File: config.mk
export PLATFORM = sky130hd
export DESIGN_NAME = readback_streamer
export DESIGN_NICKNAME = d
export VERILOG_FILES = /design/src/rtl/rb_pkg.sv /design/src/rtl/rb_trig.sv /design/src/rtl/rb_seq.sv /design/src/rtl/rb_out.sv /design/src/rtl/readback_streamer.sv
export SDC_FILE = /design/constraint.sdc
export NUM_CORES = 1
export LEC_CHECK = 0
export BUFFER_PORTS_ARGS = -buffer_cell sky130_fd_sc_hd__buf_2
export CORE_ASPECT_RATIO = 1.75
export CORE_MARGIN = 3
export CORE_UTILIZATION = 25
export CTS_CLUSTER_DIAMETER = 50
export DETAILED_ROUTE_END_ITERATION = 8
export GPL_TIMING_DRIVEN = 0
export PLACE_DENSITY_LB_ADDON = 0.1
export SYNTH_ARGS = -nofsm -noshare
export SYNTH_HDL_FRONTEND = slang
export SYNTH_SLANG_ARGS = --single-unit
export TNS_END_PERCENT = 10
File: constraint.sdc
create_clock -name clk -period 2.05 [get_ports clk]
set_input_delay 0.41 -clock clk [delete_from_list [all_inputs] [get_ports clk]]
set_output_delay 0.41 -clock clk [all_outputs]
set_load 0.05 [all_outputs]
File: src/rtl/rb_pkg.sv
`timescale 1ns/1ps
package rb_pkg;
  localparam int CRC_W = 11;

  typedef enum logic [2:0] {
    K_ONE    = 3'd0,
    K_ZERO   = 3'd1,
    K_MEM    = 3'd2,
    K_FORCED = 3'd3,
    K_CRC    = 3'd4
  } bit_kind_e;

  typedef enum logic [2:0] {
    PH_IDLE   = 3'd0,
    PH_DUMMY  = 3'd1,
    PH_START  = 3'd2,
    PH_DATA   = 3'd3,
    PH_CHECK  = 3'd4,
    PH_FSTART = 3'd5,
    PH_CRC    = 3'd6
  } phase_e;

  function automatic logic [CRC_W-1:0] crc_step(
    input logic [CRC_W-1:0] crc,
    input logic [CRC_W-1:0] poly,
    input logic             din
  );
    logic fb;
    fb = crc[CRC_W-1] ^ din;
    return {crc[CRC_W-2:0], 1'b0} ^ (fb ? poly : '0);
  endfunction
endpackage

File: src/rtl/rb_trig.sv
`timescale 1ns/1ps
module rb_trig (
  input  logic clk,
  input  logic rst_n,
  input  logic trig_i,
  input  logic idle_i,
  output logic start_o
);
  logic armed_q, armed_d;

  assign start_o = idle_i & armed_q & trig_i;

  always_comb begin
    armed_d = armed_q;
    if (start_o)
      armed_d = 1'b0;
    else if (idle_i && !trig_i)
      armed_d = 1'b1;
  end

  always_ff @(posedge clk or negedge rst_n) begin
    if (!rst_n) armed_q <= 1'b0;
    else        armed_q <= armed_d;
  end
endmodule

File: src/rtl/rb_seq.sv
`timescale 1ns/1ps
module rb_seq #(
  parameter int NUM_FRAMES = 4,
  parameter int FRAME_BITS = 16,
  parameter int DUMMY_BITS = 5,
  parameter int CHECK_BITS = 4,
  parameter int HEAD_HIGH  = 2,
  parameter int TAIL_HIGH  = 7,
  parameter int AW         = 6
) (
  input  logic               clk,
  input  logic               rst_n,
  input  logic               start_i,
  output logic               load_o,
  output rb_pkg::bit_kind_e  kind_o,
  output logic               rd_en_o,
  output logic [AW-1:0]      rd_addr_o,
  output logic               idle_o
);
  import rb_pkg::*;

  localparam int TAIL_DATA = TAIL_HIGH - CHECK_BITS;
  localparam int MAXA = (FRAME_BITS > DUMMY_BITS) ? FRAME_BITS : DUMMY_BITS;
  localparam int MAXB = (CHECK_BITS > CRC_W) ? CHECK_BITS : CRC_W;
  localparam int MAXC = (MAXA > MAXB) ? MAXA : MAXB;
  localparam int CW   = $clog2(MAXC + 1);
  localparam int FW   = (NUM_FRAMES > 1) ? $clog2(NUM_FRAMES) : 1;

  localparam logic [CW-1:0] LAST_DUMMY = CW'(DUMMY_BITS - 1);
  localparam logic [CW-1:0] LAST_DATA  = CW'(FRAME_BITS - 1);
  localparam logic [CW-1:0] LAST_CHECK = CW'(CHECK_BITS - 1);
  localparam logic [CW-1:0] LAST_CRC   = CW'(CRC_W - 1);
  localparam logic [CW-1:0] HEAD_END   = CW'(HEAD_HIGH);
  localparam logic [CW-1:0] TAIL_BEG   = CW'(FRAME_BITS - TAIL_DATA);
  localparam logic [FW-1:0] LAST_FRAME = FW'(NUM_FRAMES - 1);

  phase_e          phase_q, phase_d;
  logic [CW-1:0]   cnt_q, cnt_d;
  logic [FW-1:0]   frm_q, frm_d;
  logic            adv;
  logic            forced;

  assign idle_o    = (phase_q == PH_IDLE);
  assign adv       = !idle_o || start_i;
  assign forced    = ((frm_q == '0) && (cnt_q < HEAD_END)) ||
                     ((frm_q == LAST_FRAME) && (cnt_q >= TAIL_BEG));
  assign rd_addr_o = AW'(frm_q) * AW'(FRAME_BITS) + AW'(cnt_q);

  always_comb begin
    phase_d = phase_q;
    cnt_d   = cnt_q;
    frm_d   = frm_q;
    load_o  = 1'b1;
    kind_o  = K_ONE;
    rd_en_o = 1'b0;
    case (phase_q)
      PH_IDLE: begin
        load_o = start_i;
        if (start_i) begin
          phase_d = PH_DUMMY;
          cnt_d   = CW'(1);
        end
      end
      PH_DUMMY: begin
        if (cnt_q == LAST_DUMMY) begin
          phase_d = PH_START;
          cnt_d   = '0;
          frm_d   = '0;
        end else begin
          cnt_d = cnt_q + 1'b1;
        end
      end
      PH_START: begin
        kind_o  = K_ZERO;
        phase_d = PH_DATA;
        cnt_d   = '0;
      end
      PH_DATA: begin
        kind_o  = forced ? K_FORCED : K_MEM;
        rd_en_o = !forced;
        if (cnt_q == LAST_DATA) begin
          phase_d = PH_CHECK;
          cnt_d   = '0;
        end else begin
          cnt_d = cnt_q + 1'b1;
        end
      end
      PH_CHECK: begin
        if (cnt_q == LAST_CHECK) begin
          cnt_d = '0;
          if (frm_q == LAST_FRAME) begin
            phase_d = PH_FSTART;
          end else begin
            frm_d   = frm_q + 1'b1;
            phase_d = PH_START;
          end
        end else begin
          cnt_d = cnt_q + 1'b1;
        end
      end
      PH_FSTART: begin
        kind_o  = K_ZERO;
        phase_d = PH_CRC;
        cnt_d   = '0;
      end
      PH_CRC: begin
        kind_o = K_CRC;
        if (cnt_q == LAST_CRC) begin
          phase_d = PH_IDLE;
          cnt_d   = '0;
        end else begin
          cnt_d = cnt_q + 1'b1;
        end
      end
      default: begin
        load_o  = 1'b0;
        phase_d = PH_IDLE;
        cnt_d   = '0;
      end
    endcase
  end

  always_ff @(posedge clk or negedge rst_n) begin
    if (!rst_n) begin
      phase_q <= PH_IDLE;
      cnt_q   <= '0;
      frm_q   <= '0;
    end else if (adv) begin
      phase_q <= phase_d;
      cnt_q   <= cnt_d;
      frm_q   <= frm_d;
    end
  end
endmodule

File: src/rtl/rb_out.sv
`timescale 1ns/1ps
module rb_out #(
  parameter logic [rb_pkg::CRC_W-1:0] CRC_POLY = 11'h307
) (
  input  logic              clk,
  input  logic              rst_n,
  input  logic              start_i,
  input  logic              load_i,
  input  rb_pkg::bit_kind_e kind_i,
  input  logic              rd_data_i,
  input  logic              seq_idle_i,
  output logic              sdata_o,
  output logic              rip_o
);
  import rb_pkg::*;

  logic             v1_q, v1_d;
  bit_kind_e        kind1_q, kind1_d;
  logic             sdata_q, sdata_d;
  logic [CRC_W-1:0] crc_q, crc_d;
  logic             rip_q, rip_d;
  logic             bit_val;
  logic             crc_en;

  assign sdata_o = sdata_q;
  assign rip_o   = rip_q;
  assign crc_en  = start_i || v1_q;

  always_comb begin
    case (kind1_q)
      K_ONE:    bit_val = 1'b1;
      K_ZERO:   bit_val = 1'b0;
      K_MEM:    bit_val = rd_data_i;
      K_FORCED: bit_val = 1'b1;
      K_CRC:    bit_val = crc_q[CRC_W-1];
      default:  bit_val = 1'b1;
    endcase
  end

  always_comb begin
    v1_d    = load_i;
    kind1_d = load_i ? kind_i : kind1_q;
    sdata_d = v1_q ? bit_val : 1'b1;
    crc_d   = crc_q;
    if (start_i)
      crc_d = '0;
    else if (v1_q && (kind1_q == K_MEM || kind1_q == K_FORCED))
      crc_d = crc_step(crc_q, CRC_POLY, bit_val);
    else if (v1_q && kind1_q == K_CRC)
      crc_d = {crc_q[CRC_W-2:0], 1'b0};
    rip_d = rip_q;
    if (start_i)
      rip_d = 1'b1;
    else if (rip_q && !v1_q && seq_idle_i)
      rip_d = 1'b0;
  end

  always_ff @(posedge clk or negedge rst_n) begin
    if (!rst_n) begin
      v1_q    <= 1'b0;
      kind1_q <= K_ONE;
      sdata_q <= 1'b1;
      rip_q   <= 1'b0;
    end else begin
      v1_q    <= v1_d;
      kind1_q <= kind1_d;
      sdata_q <= sdata_d;
      rip_q   <= rip_d;
    end
  end

  always_ff @(posedge clk or negedge rst_n) begin
    if (!rst_n)      crc_q <= '0;
    else if (crc_en) crc_q <= crc_d;
  end
endmodule

File: src/rtl/readback_streamer.sv
`timescale 1ns/1ps
module readback_streamer #(
  parameter int NUM_FRAMES = 4,
  parameter int FRAME_BITS = 16,
  parameter int DUMMY_BITS = 5,
  parameter int CHECK_BITS = 4,
  parameter int HEAD_HIGH  = 2,
  parameter int TAIL_HIGH  = 7,
  parameter logic [10:0] CRC_POLY = 11'h307,
  localparam int AW = $clog2(NUM_FRAMES * FRAME_BITS)
) (
  input  logic          clk,
  input  logic          rst_n,
  input  logic          trig_i,
  output logic          rd_en_o,
  output logic [AW-1:0] rd_addr_o,
  input  logic          rd_data_i,
  output logic          sdata_o,
  output logic          rip_o
);
  logic              start;
  logic              load;
  logic              seq_idle;
  rb_pkg::bit_kind_e kind;

  rb_trig u_trig (
    .clk    (clk),
    .rst_n  (rst_n),
    .trig_i (trig_i),
    .idle_i (seq_idle && !rip_o),
    .start_o(start)
  );

  rb_seq #(
    .NUM_FRAMES(NUM_FRAMES),
    .FRAME_BITS(FRAME_BITS),
    .DUMMY_BITS(DUMMY_BITS),
    .CHECK_BITS(CHECK_BITS),
    .HEAD_HIGH (HEAD_HIGH),
    .TAIL_HIGH (TAIL_HIGH),
    .AW        (AW)
  ) u_seq (
    .clk      (clk),
    .rst_n    (rst_n),
    .start_i  (start),
    .load_o   (load),
    .kind_o   (kind),
    .rd_en_o  (rd_en_o),
    .rd_addr_o(rd_addr_o),
    .idle_o   (seq_idle)
  );

  rb_out #(
    .CRC_POLY(CRC_POLY)
  ) u_out (
    .clk       (clk),
    .rst_n     (rst_n),
    .start_i   (start),
    .load_i    (load),
    .kind_i    (kind),
    .rd_data_i (rd_data_i),
    .seq_idle_i(seq_idle),
    .sdata_o   (sdata_o),
    .rip_o     (rip_o)
  );
endmodule

* Word-level counts from Yosys, hierarchy flattened
Index checks and enable logic that the tools add are counted.
Operators by class: reduce and logical (&&, ||, !) cells 29, bitwise logic cells 4, eq/ne operators 21, magnitude comparators 2, mux-type cells 31, shift operators 0, divide/modulo/power cells 0, $mul 0, add/sub/neg operators 3
Operator list (number):
- 11-bit 2-to-1 mux | 3
- 5-bit 2-to-1 mux | 5
- 5-bit case mux with 5 select lines | 1
- 3-bit case mux with 7 select lines | 1
- 3-bit 2-to-1 mux | 6
- 3-bit by 2-bit == test with 1-bit output, second input constant | 4
- 3-bit == test, second input constant | 4
- 11-bit bitwise XOR | 1
- 5-bit by 4-bit == test with 1-bit output, second input constant | 2
- 10-bit 2-to-1 mux | 1
- 2-bit by 1-bit inequality test with 1-bit output, second input constant | 5
- 3-bit case mux with 3 select lines | 1
- 1-bit logical AND | 8
- 1-bit 2-to-1 mux | 7
- 6-bit by 5-bit adder with 6-bit output | 1
- 3-bit by 1-bit == test with 1-bit output, second input constant | 2
- 2-bit 2-to-1 mux | 3
- 6-bit AND reduction | 1
- 2-bit nonzero test | 3
- 6-bit OR reduction | 1
- 5-bit by 1-bit adder with 5-bit output, second input constant | 1
- 5-bit by 2-bit == test with 1-bit output, second input constant | 1
- 5-bit by 3-bit == test with 1-bit output, second input constant | 1
- 5-bit by 4-bit greater-or-equal comparator with 1-bit output, second input constant | 1
- other kinds (17) | 26
Storage, ports and cells: latch bits 0, memories 0, register bits 28, ROM bits 0, output and inout port bits 9, memory bits (writable) 0, input port bits 4

* Depth between registers and ports, before layout
Gate-level depths: netlist of the first run.
word-level depth 7, mapped depth 8

* By module
Synthesis of the first run repeated with hierarchy kept, for this count alone.
Second synthesis, totals: cells, all modules 156, area total of the unflattened synthesis 1745.4 um^2
By module, submodules not included:
- rb_seq | times used 1, area each 964.7 um^2, cells each 98
- rb_out | times used 1, area each 726.9 um^2, cells each 53
- rb_trig | times used 1, area each 40.0 um^2, cells each 4
- readback_streamer | times used 1, area each 13.8 um^2, cells each 1

* Worst setup path after synthesis of the first run
No wires, ideal clock.
path kind flip-flop to output port, start register u_seq.cnt_q[1], end output port rd_en_o, stages on the path, launching flop included 7, arrival time 1899 ps, required time 1640 ps, setup slack -259 ps, buffers on the path 0, path through dfrtp_1 -> inv_1 -> ha_1 -> o311a_1 -> o21ai_0 -> nand2_1 -> nor2_1
On the way: word-level cells in the longest chain between the ends 5, elaborated cells on any way between the ends 7, those cells by class order compare (2); mux (1); reduce/logical (4)
RTL lines:
- from (decl) | RTL line rb_seq.sv:38 | logic [CW-1:0] cnt_q, cnt_d;
- from (signal assigned) | RTL line rb_seq.sv:130 | cnt_q <= cnt_d;
- 5-bit by 2-bit < comparator with 1-bit output or 5-bit by 4-bit greater-or-equal comparator with 1-bit output (tied branches) | RTL line rb_seq.sv:45, rb_seq.sv:46
- 1-bit logical AND (on tied branches) | RTL line rb_seq.sv:45, rb_seq.sv:46
- 1-bit logical OR (*) | RTL line rb_seq.sv:45 | assign forced = ((frm_q == '0) && (cnt_q < HEAD_END)) ||
- 1-bit zero test (*) | RTL line rb_seq.sv:80 | rd_en_o = !forced;
- 1-bit 2-to-1 mux (*) | RTL line rb_seq.sv:56 | case (phase_q)
- to (decl) | RTL line readback_streamer.sv:15 | output logic rd_en_o,
Every way passes the cells marked *; elsewhere a longest branch is shown, timed or not.

* Worst setup path in the final report of the first run
start register u_seq.cnt_q[0], end output port rd_en_o
The elaborated chain is that of the path after synthesis.

==> flow_summary.json, run 1 <==
{
  "status": "finished with violations",
  "violations": "setup timing",
  "critical_path_class": "reg2out",
  "ff2ff_path_depth": 9,
  "antenna_found_initial": 0,
  "r2r_slack_ns": 0,
  "relSlewSlack": 0.562,
  "p_leak_uw": 0.000897,
  "rsz0062_at_grt": "true",
  "nNetsFinal": 216,
  "fill_cells": 695,
  "synth_fp_nets": 195,
  "design_area_um2": 2060,
  "maxCapViolations": 0,
  "slew_violations": 0,
  "cp.arrival_ns": 1.67,
  "dpl_cell_area_um2": 1890,
  "drc_errors": 0,
  "ys_seq_area_frac": 0.408,
  "setup_tns_ns": -0.0316,
  "totalWireLength_mm": 4.08,
  "regArea_um2": 704,
  "overflow": 0,
  "port_buffers": 12,
  "place.gp.congestion": 0.726,
  "startpoint_type": "flip-flop",
  "drive_gt1_frac": 0.249,
  "worstReg2RegStart": "u_seq.cnt_q[0]",
  "synth_ff_type": "dfrtp_1",
  "p_total_uw": 1450,
  "core.rowCount": 39,
  "final_antenna_net_count": 0,
  "drtIter0Drc": 53,
  "synth_edf_count": 0,
  "synth_warnings": 0,
  "mappedNetlistArea_um2": 1720,
  "synth_cell_type_count": 50,
  "crit_fanout": 4,
  "dieArea_um2": 7950,
  "wl_per_cell_um": 14.4,
  "hold_path.class": "in2async",
  "h-tree-depth": 1,
  "die_x_um": 68.7,
  "cts_made_buffers": 3,
  "reg2reg_to": "u_seq.phase_q[0]",
  "dp.cells": 275,
  "period_share": 1.02,
  "insertion_delay_ns": 0.26,
  "cts-root-buf": "clkbuf_16",
  "fmax_mhz": 480,
  "powerDensity_nw_per_um2": 705,
  "core_area_um2": 6590,
  "num_antenna_cells": 0,
  "ys_ff_latch": 28,
  "crit_start": "u_seq.cnt_q[0]",
  "pin_count": 13,
  "postSynth.asyncResetShare": 1.00,
  "worst_slack_ns": -0.0316,
  "cts.clk_slew.worst_paths_ns": 0.07,
  "grt_pass1_vias": 1334,
  "multi_input_area_um2": 930,
  "viasPerCell": 4.76,
  "timing.final.crit_period_ns": 2.08,
  "fin_worst_skew_ns": 0.00675,
  "grt_max_degree": 29,
  "ir_worst_vdd_mv": 0.332,
  "worst_slew_pin_slew_ns": 0.657,
  "cp_data_required_time_ns": 1.64,
  "dr.pass1.iters": 4,
  "cts.path.max_buffers": 2,
  "cts_tree": "yes",
  "fp.dieH_um": 116,
  "vias": 1347,
  "grt.total_usage": 0.112,
  "cts_sinks": 28,
  "place_hpwl_mm": 3.01,
  "avgSynthCellArea_um2": 9.50,
  "endpoint_kind": "primary output",
  "grt_pass1_wl_mm": 6.65,
  "fin_cells": 283,
  "area_growth_pct": 19.8,
  "start_util": 0.261,
  "hold_violations": 0,
  "syn_inst": 181,
  "setup-violations-final": 1
}
-- synth_stat cells, drive strengths merged (3+ instances only) --
cell type | instances | area [um2]
dfrtp | 27 | 676
nand3 | 4 | 20.0
nand2 | 24 | 90.1
o22ai | 3 | 18.8
ha | 10 | 125
inv | 12 | 45.0
xnor2 | 4 | 35.0
nor3 | 5 | 30.0
a21oi | 13 | 65.1
o21ai | 16 | 80.1
buf | 11 | 82.6
nor2 | 7 | 26.3
nor2b | 5 | 31.3
-- metrics by stage --
step,worst slack [ns],utilization,hold slack [ns]
CTS,-0.0656,0.312,0.207
detailed placement,-0.180,0.287,0.492
global route,-0.0914,0.313,0.220
finish,-0.0316,0.313,0.170
floorplan,0.0786,-,0.114
global placement,-0.170,0.287,0.477
-- how the worst max path moves through the flow --
stage / endpoint / slack (ns) / cells after the start
2_1_floorplan: rd_en_o / 0.08 / 6
3_3_place_gp: rd_en_o / -0.17 / 7
3_5_place_dp: rd_en_o / -0.18 / 7
4_1_cts: rd_en_o / -0.07 / 6
5_1_grt: rd_en_o / -0.09 / 6
6_report: rd_en_o / -0.03 / 6
-- worst max-delay path, stage by stage, from the launching register on --
cell,delay [ns]
dfrtp_2,0.43
buf_6,0.13
o311a_4,0.38
o21ai_4,0.14
nand2_2,0.08
nor2_4,0.09
buf_8,0.15
-- what timing repair did --
action                     in CTS  in global routing
hold buffers                    0                  0
hold endpoints to repair        0                  0
setup endpoints to repair       3                  3
setup buffers                   4                  0
pin swaps                       3                  1
resized for setup              13                  1
-- cell usage in the layout, fill, tap and decap left out, types with 3 or more instances in the layout --
cell type	Yosys	layout
buf_6	2	3
buf_4	6	9
ha_1	10	8
xnor2_1	4	4
o21ai_0	15	14
dfrtp_1	27	25
inv_1	12	12
nor3_1	4	4
nand2_1	24	23
clkbuf_16	0	3
nor2_1	7	6
nor2b_1	5	5
a21oi_1	13	13
nand3_1	4	3
o22ai_1	3	3
buf_2	3	14
-- logic make-up (layout without fill, tap and decap cells) --
family | after synthesis | count (layout) | synth area share
AND/OR/NAND/NOR | 64 | 64 | 0.214
AO/OA/AOI/OAI | 46 | 46 | 0.175
flip-flops | 28 | 28 | 0.408
buffers and inverters | 24 | 44 | 0.0764
adder cells (fa/ha/maj) | 10 | 10 | 0.0727
XOR/XNOR | 6 | 6 | 0.0305
multiplexers | 3 | 3 | 0.0233
-- power by group --
part	leakage (uW)	internal (uW)	switching, uW	total, uW
Clock	0.0000442	299	188	487
Sequential	0.000314	667	71.9	739
Combinational	0.000539	119	109	228
Total	0.000897	1080	369	1450
-- sequential cells by signal, summed over array words and instances, names as in the netlist, 2 cells and up --
signal	cells
u_out.kind1_q	3
u_seq.cnt_q	5
u_seq.phase_q	3
u_out.crc_q	11
u_seq.frm_q	2
-- metal layers --
layer,wire (um),global-route usage
met5,0,0
met4,39,0.0313
met3,80,0.0145
met1,1780,0.127
met2,2180,0.210
-- cell type report --
class	count	area share
Multi-Input combinational cell	129	0.451
Inverter	12	0.0219
Buffer	12	0.0419
Tap cell	82	0.0498
Clock buffer	4	0.0431
Timing Repair Buffer	16	0.0504
Sequential cell	28	0.342
Note: power is estimated with default switching activity, not from simulation.
==> inputs of run 2 (changes only) <==
--- a/config.mk
+++ b/config.mk
@@ -5,6 +5,7 @@
 export SDC_FILE = /design/constraint.sdc
 export NUM_CORES = 1
 export LEC_CHECK = 0
+export ABC_AREA = 1
 export BUFFER_PORTS_ARGS = -buffer_cell sky130_fd_sc_hd__buf_2
 export CORE_ASPECT_RATIO = 1.75
 export CORE_MARGIN = 3
==> run 2 against run 1 <==
Compared with the run above: the flow now finishes without violations; largest power group is now combinational cells; synthesized cell count up 13%; flip-flop and latch count unchanged; maximum frequency up 5.3%; global-route usage up 0.62 points; first-iteration DRC count down 17%; clock power up 22%.
==> flow_summary.json, run 2 <==
{
  "die_x_um": 68.8,
  "hold_path.class": "in2async",
  "cts_tree": "yes",
  "nNetsFinal": 240,
  "critical_path_class": "reg2out",
  "worst_slack_ns": 0.0722,
  "grt_pass1_vias": 1539,
  "crit_path_frequent_cell": "o21ai_1",
  "ir_worst_vdd_mv": 0.447,
  "insertion_delay_ns": 0.27,
  "multi_input_area_um2": 842,
  "h-tree-depth": 1,
  "slew_violations": 0,
  "pin_count": 13,
  "syn_inst": 204,
  "worst_slew_pin_slew_ns": 0.686,
  "fin_cells": 307,
  "crit_path_max_incr_delay_ns": 0.37,
  "cts_made_buffers": 3,
  "fill_cells": 749,
  "dp.cells": 298,
  "mappedNetlistArea_um2": 1730,
  "core_area_um2": 6640,
  "num_antenna_cells": 0,
  "core.rowCount": 39,
  "synth_ff_type": "dfrtp_1",
  "dieArea_um2": 7970,
  "synth_warnings": 0,
  "wl_per_cell_um": 13.2,
  "area_growth_pct": 18.3,
  "p_leak_uw": 0.000977,
  "fp.dieH_um": 116,
  "crit_slowest_cell": "dfrtp_1",
  "overflow": 0,
  "largest_reg_flops": 11,
  "totalWireLength_mm": 4.06,
  "maxCapViolations": 0,
  "period_share": 0.965,
  "fmax_mhz": 506,
  "setup-violations-final": 0,
  "reg_top3": "u_out.crc_q (11), u_seq.cnt_q (5)",
  "synthTopCellsByArea": "dfrtp_1 (39%), ha_1 (7.3%), nand2_1 (7.2%)",
  "grt_max_degree": 29,
  "drtIter0Drc": 44,
  "place.gp.congestion": 0.743,
  "crit_fanout": 4,
  "startpoint_type": "flip-flop",
  "yosysMostFrequentCell": "nand2_1",
  "rsz0062_at_grt": "true",
  "hold_violations": 0,
  "cts.clk_slew.worst_paths_ns": 0.08,
  "postSynth.asyncResetShare": 1.00,
  "cts-root-buf": "clkbuf_16",
  "endpoint_kind": "primary output",
  "drive_gt1_frac": 0.271,
  "ys_ff_latch": 28,
  "synth.largest_area_cell": "dfrtp_1",
  "grt_pass1_wl_mm": 7.02,
  "ys_seq_area_frac": 0.407,
  "layout_common_cells": "nand2_1 (33), inv_1 (32), dfrtp_1 (26)",
  "final_common_cell": "nand2_1",
  "final_antenna_net_count": 0,
  "status": "completed",
  "path_cells": "inv_1, ha_1, nor2_1, a21oi_1, o21ai_1, o21ai_1, nor2_2, buf_6",
  "cts_sinks": 28,
  "cp.arrival_ns": 1.57,
  "start_util": 0.260,
  "synth_top_area_frac": 0.392,
  "relSlewSlack": 0.543,
  "cts.path.max_buffers": 2,
  "powerDensity_nw_per_um2": 1550,
  "viasPerCell": 4.53,
  "dr.pass1.iters": 4,
  "synth_fp_nets": 218,
  "place_ws_ns": 0.0584,
  "fin_worst_skew_ns": 0.00506,
  "place_hpwl_mm": 3.13,
  "grt.total_usage": 0.118,
  "antenna_found_initial": 0,
  "synth_cell_type_count": 32,
  "top_register": "u_out.crc_q",
  "port_buffers": 12,
  "cp_data_required_time_ns": 1.64,
  "synth_commonest_cells": "nand2_1 (33), inv_1 (32), dfrtp_1 (27)",
  "vias": 1391,
  "regArea_um2": 703,
  "timing.final.crit_period_ns": 1.98,
  "synth_edf_count": 0,
  "drc_errors": 0,
  "avgSynthCellArea_um2": 8.46
}
[run 2: changes by cell type in the layout (fill, tap and decap cells not counted), moves of 5 or more]
| cell | previous run | this run |
|---|---|---|
| nor2_2 | 0 | 5 |
| nand3_1 | 3 | 15 |
| nand2_1 | 23 | 33 |
| inv_1 | 12 | 32 |
| inv_2 | 0 | 5 |
| nand4_1 | 0 | 7 |
| nand2_2 | 1 | 7 |
| a21oi_1 | 13 | 3 |
| o21ai_0 | 14 | 9 |
| o21ai_1 | 1 | 6 |
| nor2b_1 | 5 | 0 |
[run 2: layer usage]
metal  vias to the layer above  part of all wire  global-route usage
li1                        704                 -                   -
met1                       660              0.37               0.118
met2                        19              0.58               0.229
met3                         8             0.016             0.00970
met4                         0             0.030              0.0586
met5                         -                 0                   0
[run 2: timing repair]
item                                    CTS  global route
setup buffers                             3             2
endpoints found under the setup margin    1             4
hold buffers                              0             0
pin swaps                                 0             1
gates resized for setup                   4             1
endpoints found under the hold margin     0             0
[run 2: power by group]
part	total, uW	internal (uW)	leakage (uW)	switching (uW)
combinational	1620	565	0.000557	1060
clock	595	390	0.0000511	205
sequential	935	756	0.000368	179
total	3150	1710	0.000977	1440
[run 2: area by class of cell]
class                           instances  share of cell area
Multi-Input combinational cell        133               0.413
Sequential cell                        28               0.345
Inverter                               39              0.0754
Timing Repair Buffer                   17              0.0509
Tap cell                               82              0.0503
Clock buffer                            3              0.0368
Clock inverter                          1              0.0147
Buffer                                  4              0.0147
[run 2: worst paths after layout]
path                           startpoint        endpoint  slack (ns)  cells past startpoint
min in group clk                   trig_i  u_trig.armed_q        0.45                      4
min                                 rst_n  u_out.crc_q[5]        0.18                      1
max reg2reg                u_seq.cnt_q[0]  u_seq.cnt_q[1]        0.18                     11
min reg2reg                u_out.crc_q[9]  u_out.crc_q[9]        0.49                      2
max in group asynchronous           rst_n  u_seq.cnt_q[0]        1.39                      1
max                        u_seq.cnt_q[1]         rd_en_o        0.07                      8
[run 2: kinds of logic (layout without fill, tap and decap cells)]
group / after synthesis / count (layout) / share of synthesized area
flip-flops: 28 / 28 / 0.407
adder cells (fa/ha/maj): 10 / 10 / 0.0725
AO/OA/AOI/OAI: 33 / 33 / 0.120
buffers and inverters: 43 / 64 / 0.107
XOR/XNOR: 3 / 3 / 0.0152
AND/OR/NAND/NOR: 87 / 87 / 0.278
[run 2: critical path: cells and delay by family, from the launching register on]
kind	cells	cell delay, ns
fa+ha+maj	1	0.18
compound gates	3	0.28
simple gates	2	0.21
buf+inv	2	0.25
flops	1	0.37
[run 2: stage by stage]
| step | hold slack (ns) | TNS [ns] | power (uW) | utilization | area (um2) |
|---|---|---|---|---|---|
| 2_1_floorplan | 0.114 | 0 | 2140 | - | 1730 |
| 3_3_place_gp | 0.471 | 0 | 2510 | 0.285 | 1890 |
| 3_5_place_dp | 0.478 | 0 | 2510 | 0.285 | 1890 |
| 4_1_cts | 0.206 | 0 | 3180 | 0.305 | 2030 |
| 5_1_grt | 0.226 | -0.0443 | 3450 | 0.308 | 2040 |
| 6_report | 0.176 | 0 | 3150 | 0.308 | 2040 |
==> inputs of run 3 (changes only) <==
--- a/config.mk
+++ b/config.mk
@@ -9,11 +9,12 @@
 export BUFFER_PORTS_ARGS = -buffer_cell sky130_fd_sc_hd__buf_2
 export CORE_ASPECT_RATIO = 1.75
 export CORE_MARGIN = 3
-export CORE_UTILIZATION = 25
+export CORE_UTILIZATION = 53
 export CTS_CLUSTER_DIAMETER = 50
 export DETAILED_ROUTE_END_ITERATION = 8
 export GPL_TIMING_DRIVEN = 0
 export PLACE_DENSITY_LB_ADDON = 0.1
+export REMOVE_ABC_BUFFERS = 1
 export SYNTH_ARGS = -nofsm -noshare
 export SYNTH_HDL_FRONTEND = slang
 export SYNTH_SLANG_ARGS = --single-unit
==> run 3 against run 2 <==
Compared with the run above: total power is 9.7% lower; critical path depth is 1 lower; flip-flop and latch count stayed put; global-route usage is 8.6 points higher; first-iteration DRC count is 18% lower; via count is 0.86% higher; maximum frequency is 0.31% higher; combinational power is 2% lower; clock power is 44% lower; final cell count is 14% lower; largest cell class unchanged; largest power group unchanged; highest routed layer unchanged.
==> flow_summary.json, run 3 (synthesized netlist as in run 2, its figures left out) <==
{
  "status": "completed",
  "antenna_found_initial": 0,
  "startpoint_type": "flip-flop",
  "fp.dieH_um": 81.5,
  "cp_data_required_time_ns": 1.64,
  "hold_path.class": "in2async",
  "dr.pass1.iters": 4,
  "fin_cells": 263,
  "cts_tree": "yes",
  "grt_pass1_wl_mm": 6.23,
  "overflow": 0,
  "cts.path.max_buffers": 2,
  "totalWireLength_mm": 3.59,
  "fill_cells": 282,
  "drtIter0Drc": 36,
  "fin_worst_skew_ns": 0.00372,
  "fmax_mhz": 507,
  "wl_per_cell_um": 13.7,
  "cp.arrival_ns": 1.56,
  "regArea_um2": 703,
  "dpl_cell_area_um2": 1810,
  "nNetsFinal": 236,
  "vias": 1403,
  "dieArea_um2": 4000,
  "insertion_delay_ns": 0.27,
  "cts_sinks": 28,
  "multi_input_area_um2": 842,
  "top_register": "u_out.crc_q",
  "place.gp.congestion": 0.883,
  "critical_path_class": "reg2out",
  "endpoint_kind": "primary output",
  "cts_hold_buf": 0,
  "hold_violations": 0,
  "start_util": 0.570,
  "grt_max_degree": 29,
  "pin_count": 13,
  "rsz0062_at_grt": "true",
  "final_antenna_net_count": 0,
  "cts.clk_slew.worst_paths_ns": 0.09,
  "cts-root-buf": "clkbuf_8",
  "dp.cells": 254,
  "design_area_um2": 1910,
  "drc_errors": 0,
  "drive_gt1_frac": 0.267,
  "ir_worst_vdd_mv": 0.868,
  "core.rowCount": 26,
  "place_hpwl_mm": 2.80,
  "port_buffers": 12,
  "worst_slew_pin_slew_ns": 0.634,
  "core_area_um2": 3030,
  "relSlewSlack": 0.578,
  "grt.total_usage": 0.204,
  "viasPerCell": 5.33,
  "cts_made_buffers": 3,
  "crit_fanout": 2,
  "p_leak_uw": 0.000931,
  "die_x_um": 49.1,
  "powerDensity_nw_per_um2": 1490,
  "grt_pass1_vias": 1437,
  "maxCapViolations": 0,
  "setup-violations-final": 0,
  "num_antenna_cells": 0,
  "layout_common_cells": "nand2_1 (33), inv_1 (30), dfrtp_1 (26)",
  "reg_top3": "u_out.crc_q (11), u_seq.cnt_q (5)",
  "slew_violations": 0,
  "period_share": 0.962,
  "area_growth_pct": 10.7,
  "timing.final.crit_period_ns": 1.97,
  "final_common_cell": "nand2_1",
  "largest_reg_flops": 11,
  "h-tree-depth": 1
}
[run 3: changes by cell type in the layout (fill, tap and decap cells not counted)]
cell and delta:
nor2_2 -1, inv_1 -2, clkbuf_8 +4, clkbuf_16 -3, ha_1 -1, bufinv_16 -1, inv_2 +2, ha_2 +1
buf_4 -4, nor2_1 +1
[run 3: final cells by class]
type / count / share of cell area
Sequential cell: 28 / 0.368
Clock buffer: 4 / 0.0288
Tap cell: 42 / 0.0275
Multi-Input combinational cell: 133 / 0.441
Timing Repair Buffer: 17 / 0.0544
Inverter: 39 / 0.0806
[run 3: repair_timing]
item / 4_1_cts / 5_1_grt
endpoints found under the setup margin: 1 / 4
resized for setup: 5 / 3
pin swaps: 1 / 2
buffers inserted: 2 / 3
[run 3: per-stage QoR]
stage | hold WS (ns) | power [uW] | TNS (ns) | util | setup slack [ns]
after floorplan | 0.114 | 2110 | -0.447 | - | -0.447
after global placement | 0.454 | 2370 | 0 | 0.598 | 0.160
after detailed placement | 0.465 | 2440 | 0 | 0.598 | 0.107
after CTS | 0.165 | 2810 | 0 | 0.623 | 0.0217
after global routing | 0.173 | 3090 | -0.0282 | 0.632 | -0.0282
final | 0.148 | 2850 | 0 | 0.632 | 0.0784
[run 3: where the power goes]
group	switching [uW]	leakage (uW)	internal, uW
combinational	1040	0.000534	532
sequential	182	0.000368	756
clock	163	0.0000288	172
total	1390	0.000931	1460
[run 3: path summary, 6_finish.rpt]
check / start / end / slack [ns] / cells after the start
min in group clk: trig_i / u_trig.armed_q / 0.45 / 4
max reg2reg: u_seq.cnt_q[0] / u_seq.cnt_q[1] / 0.14 / 11
max in group asynchronous: rst_n / u_seq.cnt_q[0] / 1.45 / 1
max: u_seq.cnt_q[0] / rd_en_o / 0.08 / 7
min reg2reg: u_out.v1_q / u_out.sdata_o / 0.48 / 1
min: rst_n / u_out.crc_q[3] / 0.15 / 1
[run 3: layer usage]
layer	wire, um	global-route usage
met1	1340	0.203
met5	0	0
met4	114	0.114
met3	81	0.0218
met2	2060	0.402
[run 3: critical path, cell delays in order (launching register included)]
cell	delay [ns]
dfrtp_2	0.43
ha_2	0.18
nor2_1	0.09
a21oi_1	0.06
o21ai_1	0.11
o21ai_1	0.10
nor2_1	0.14
buf_6	0.18
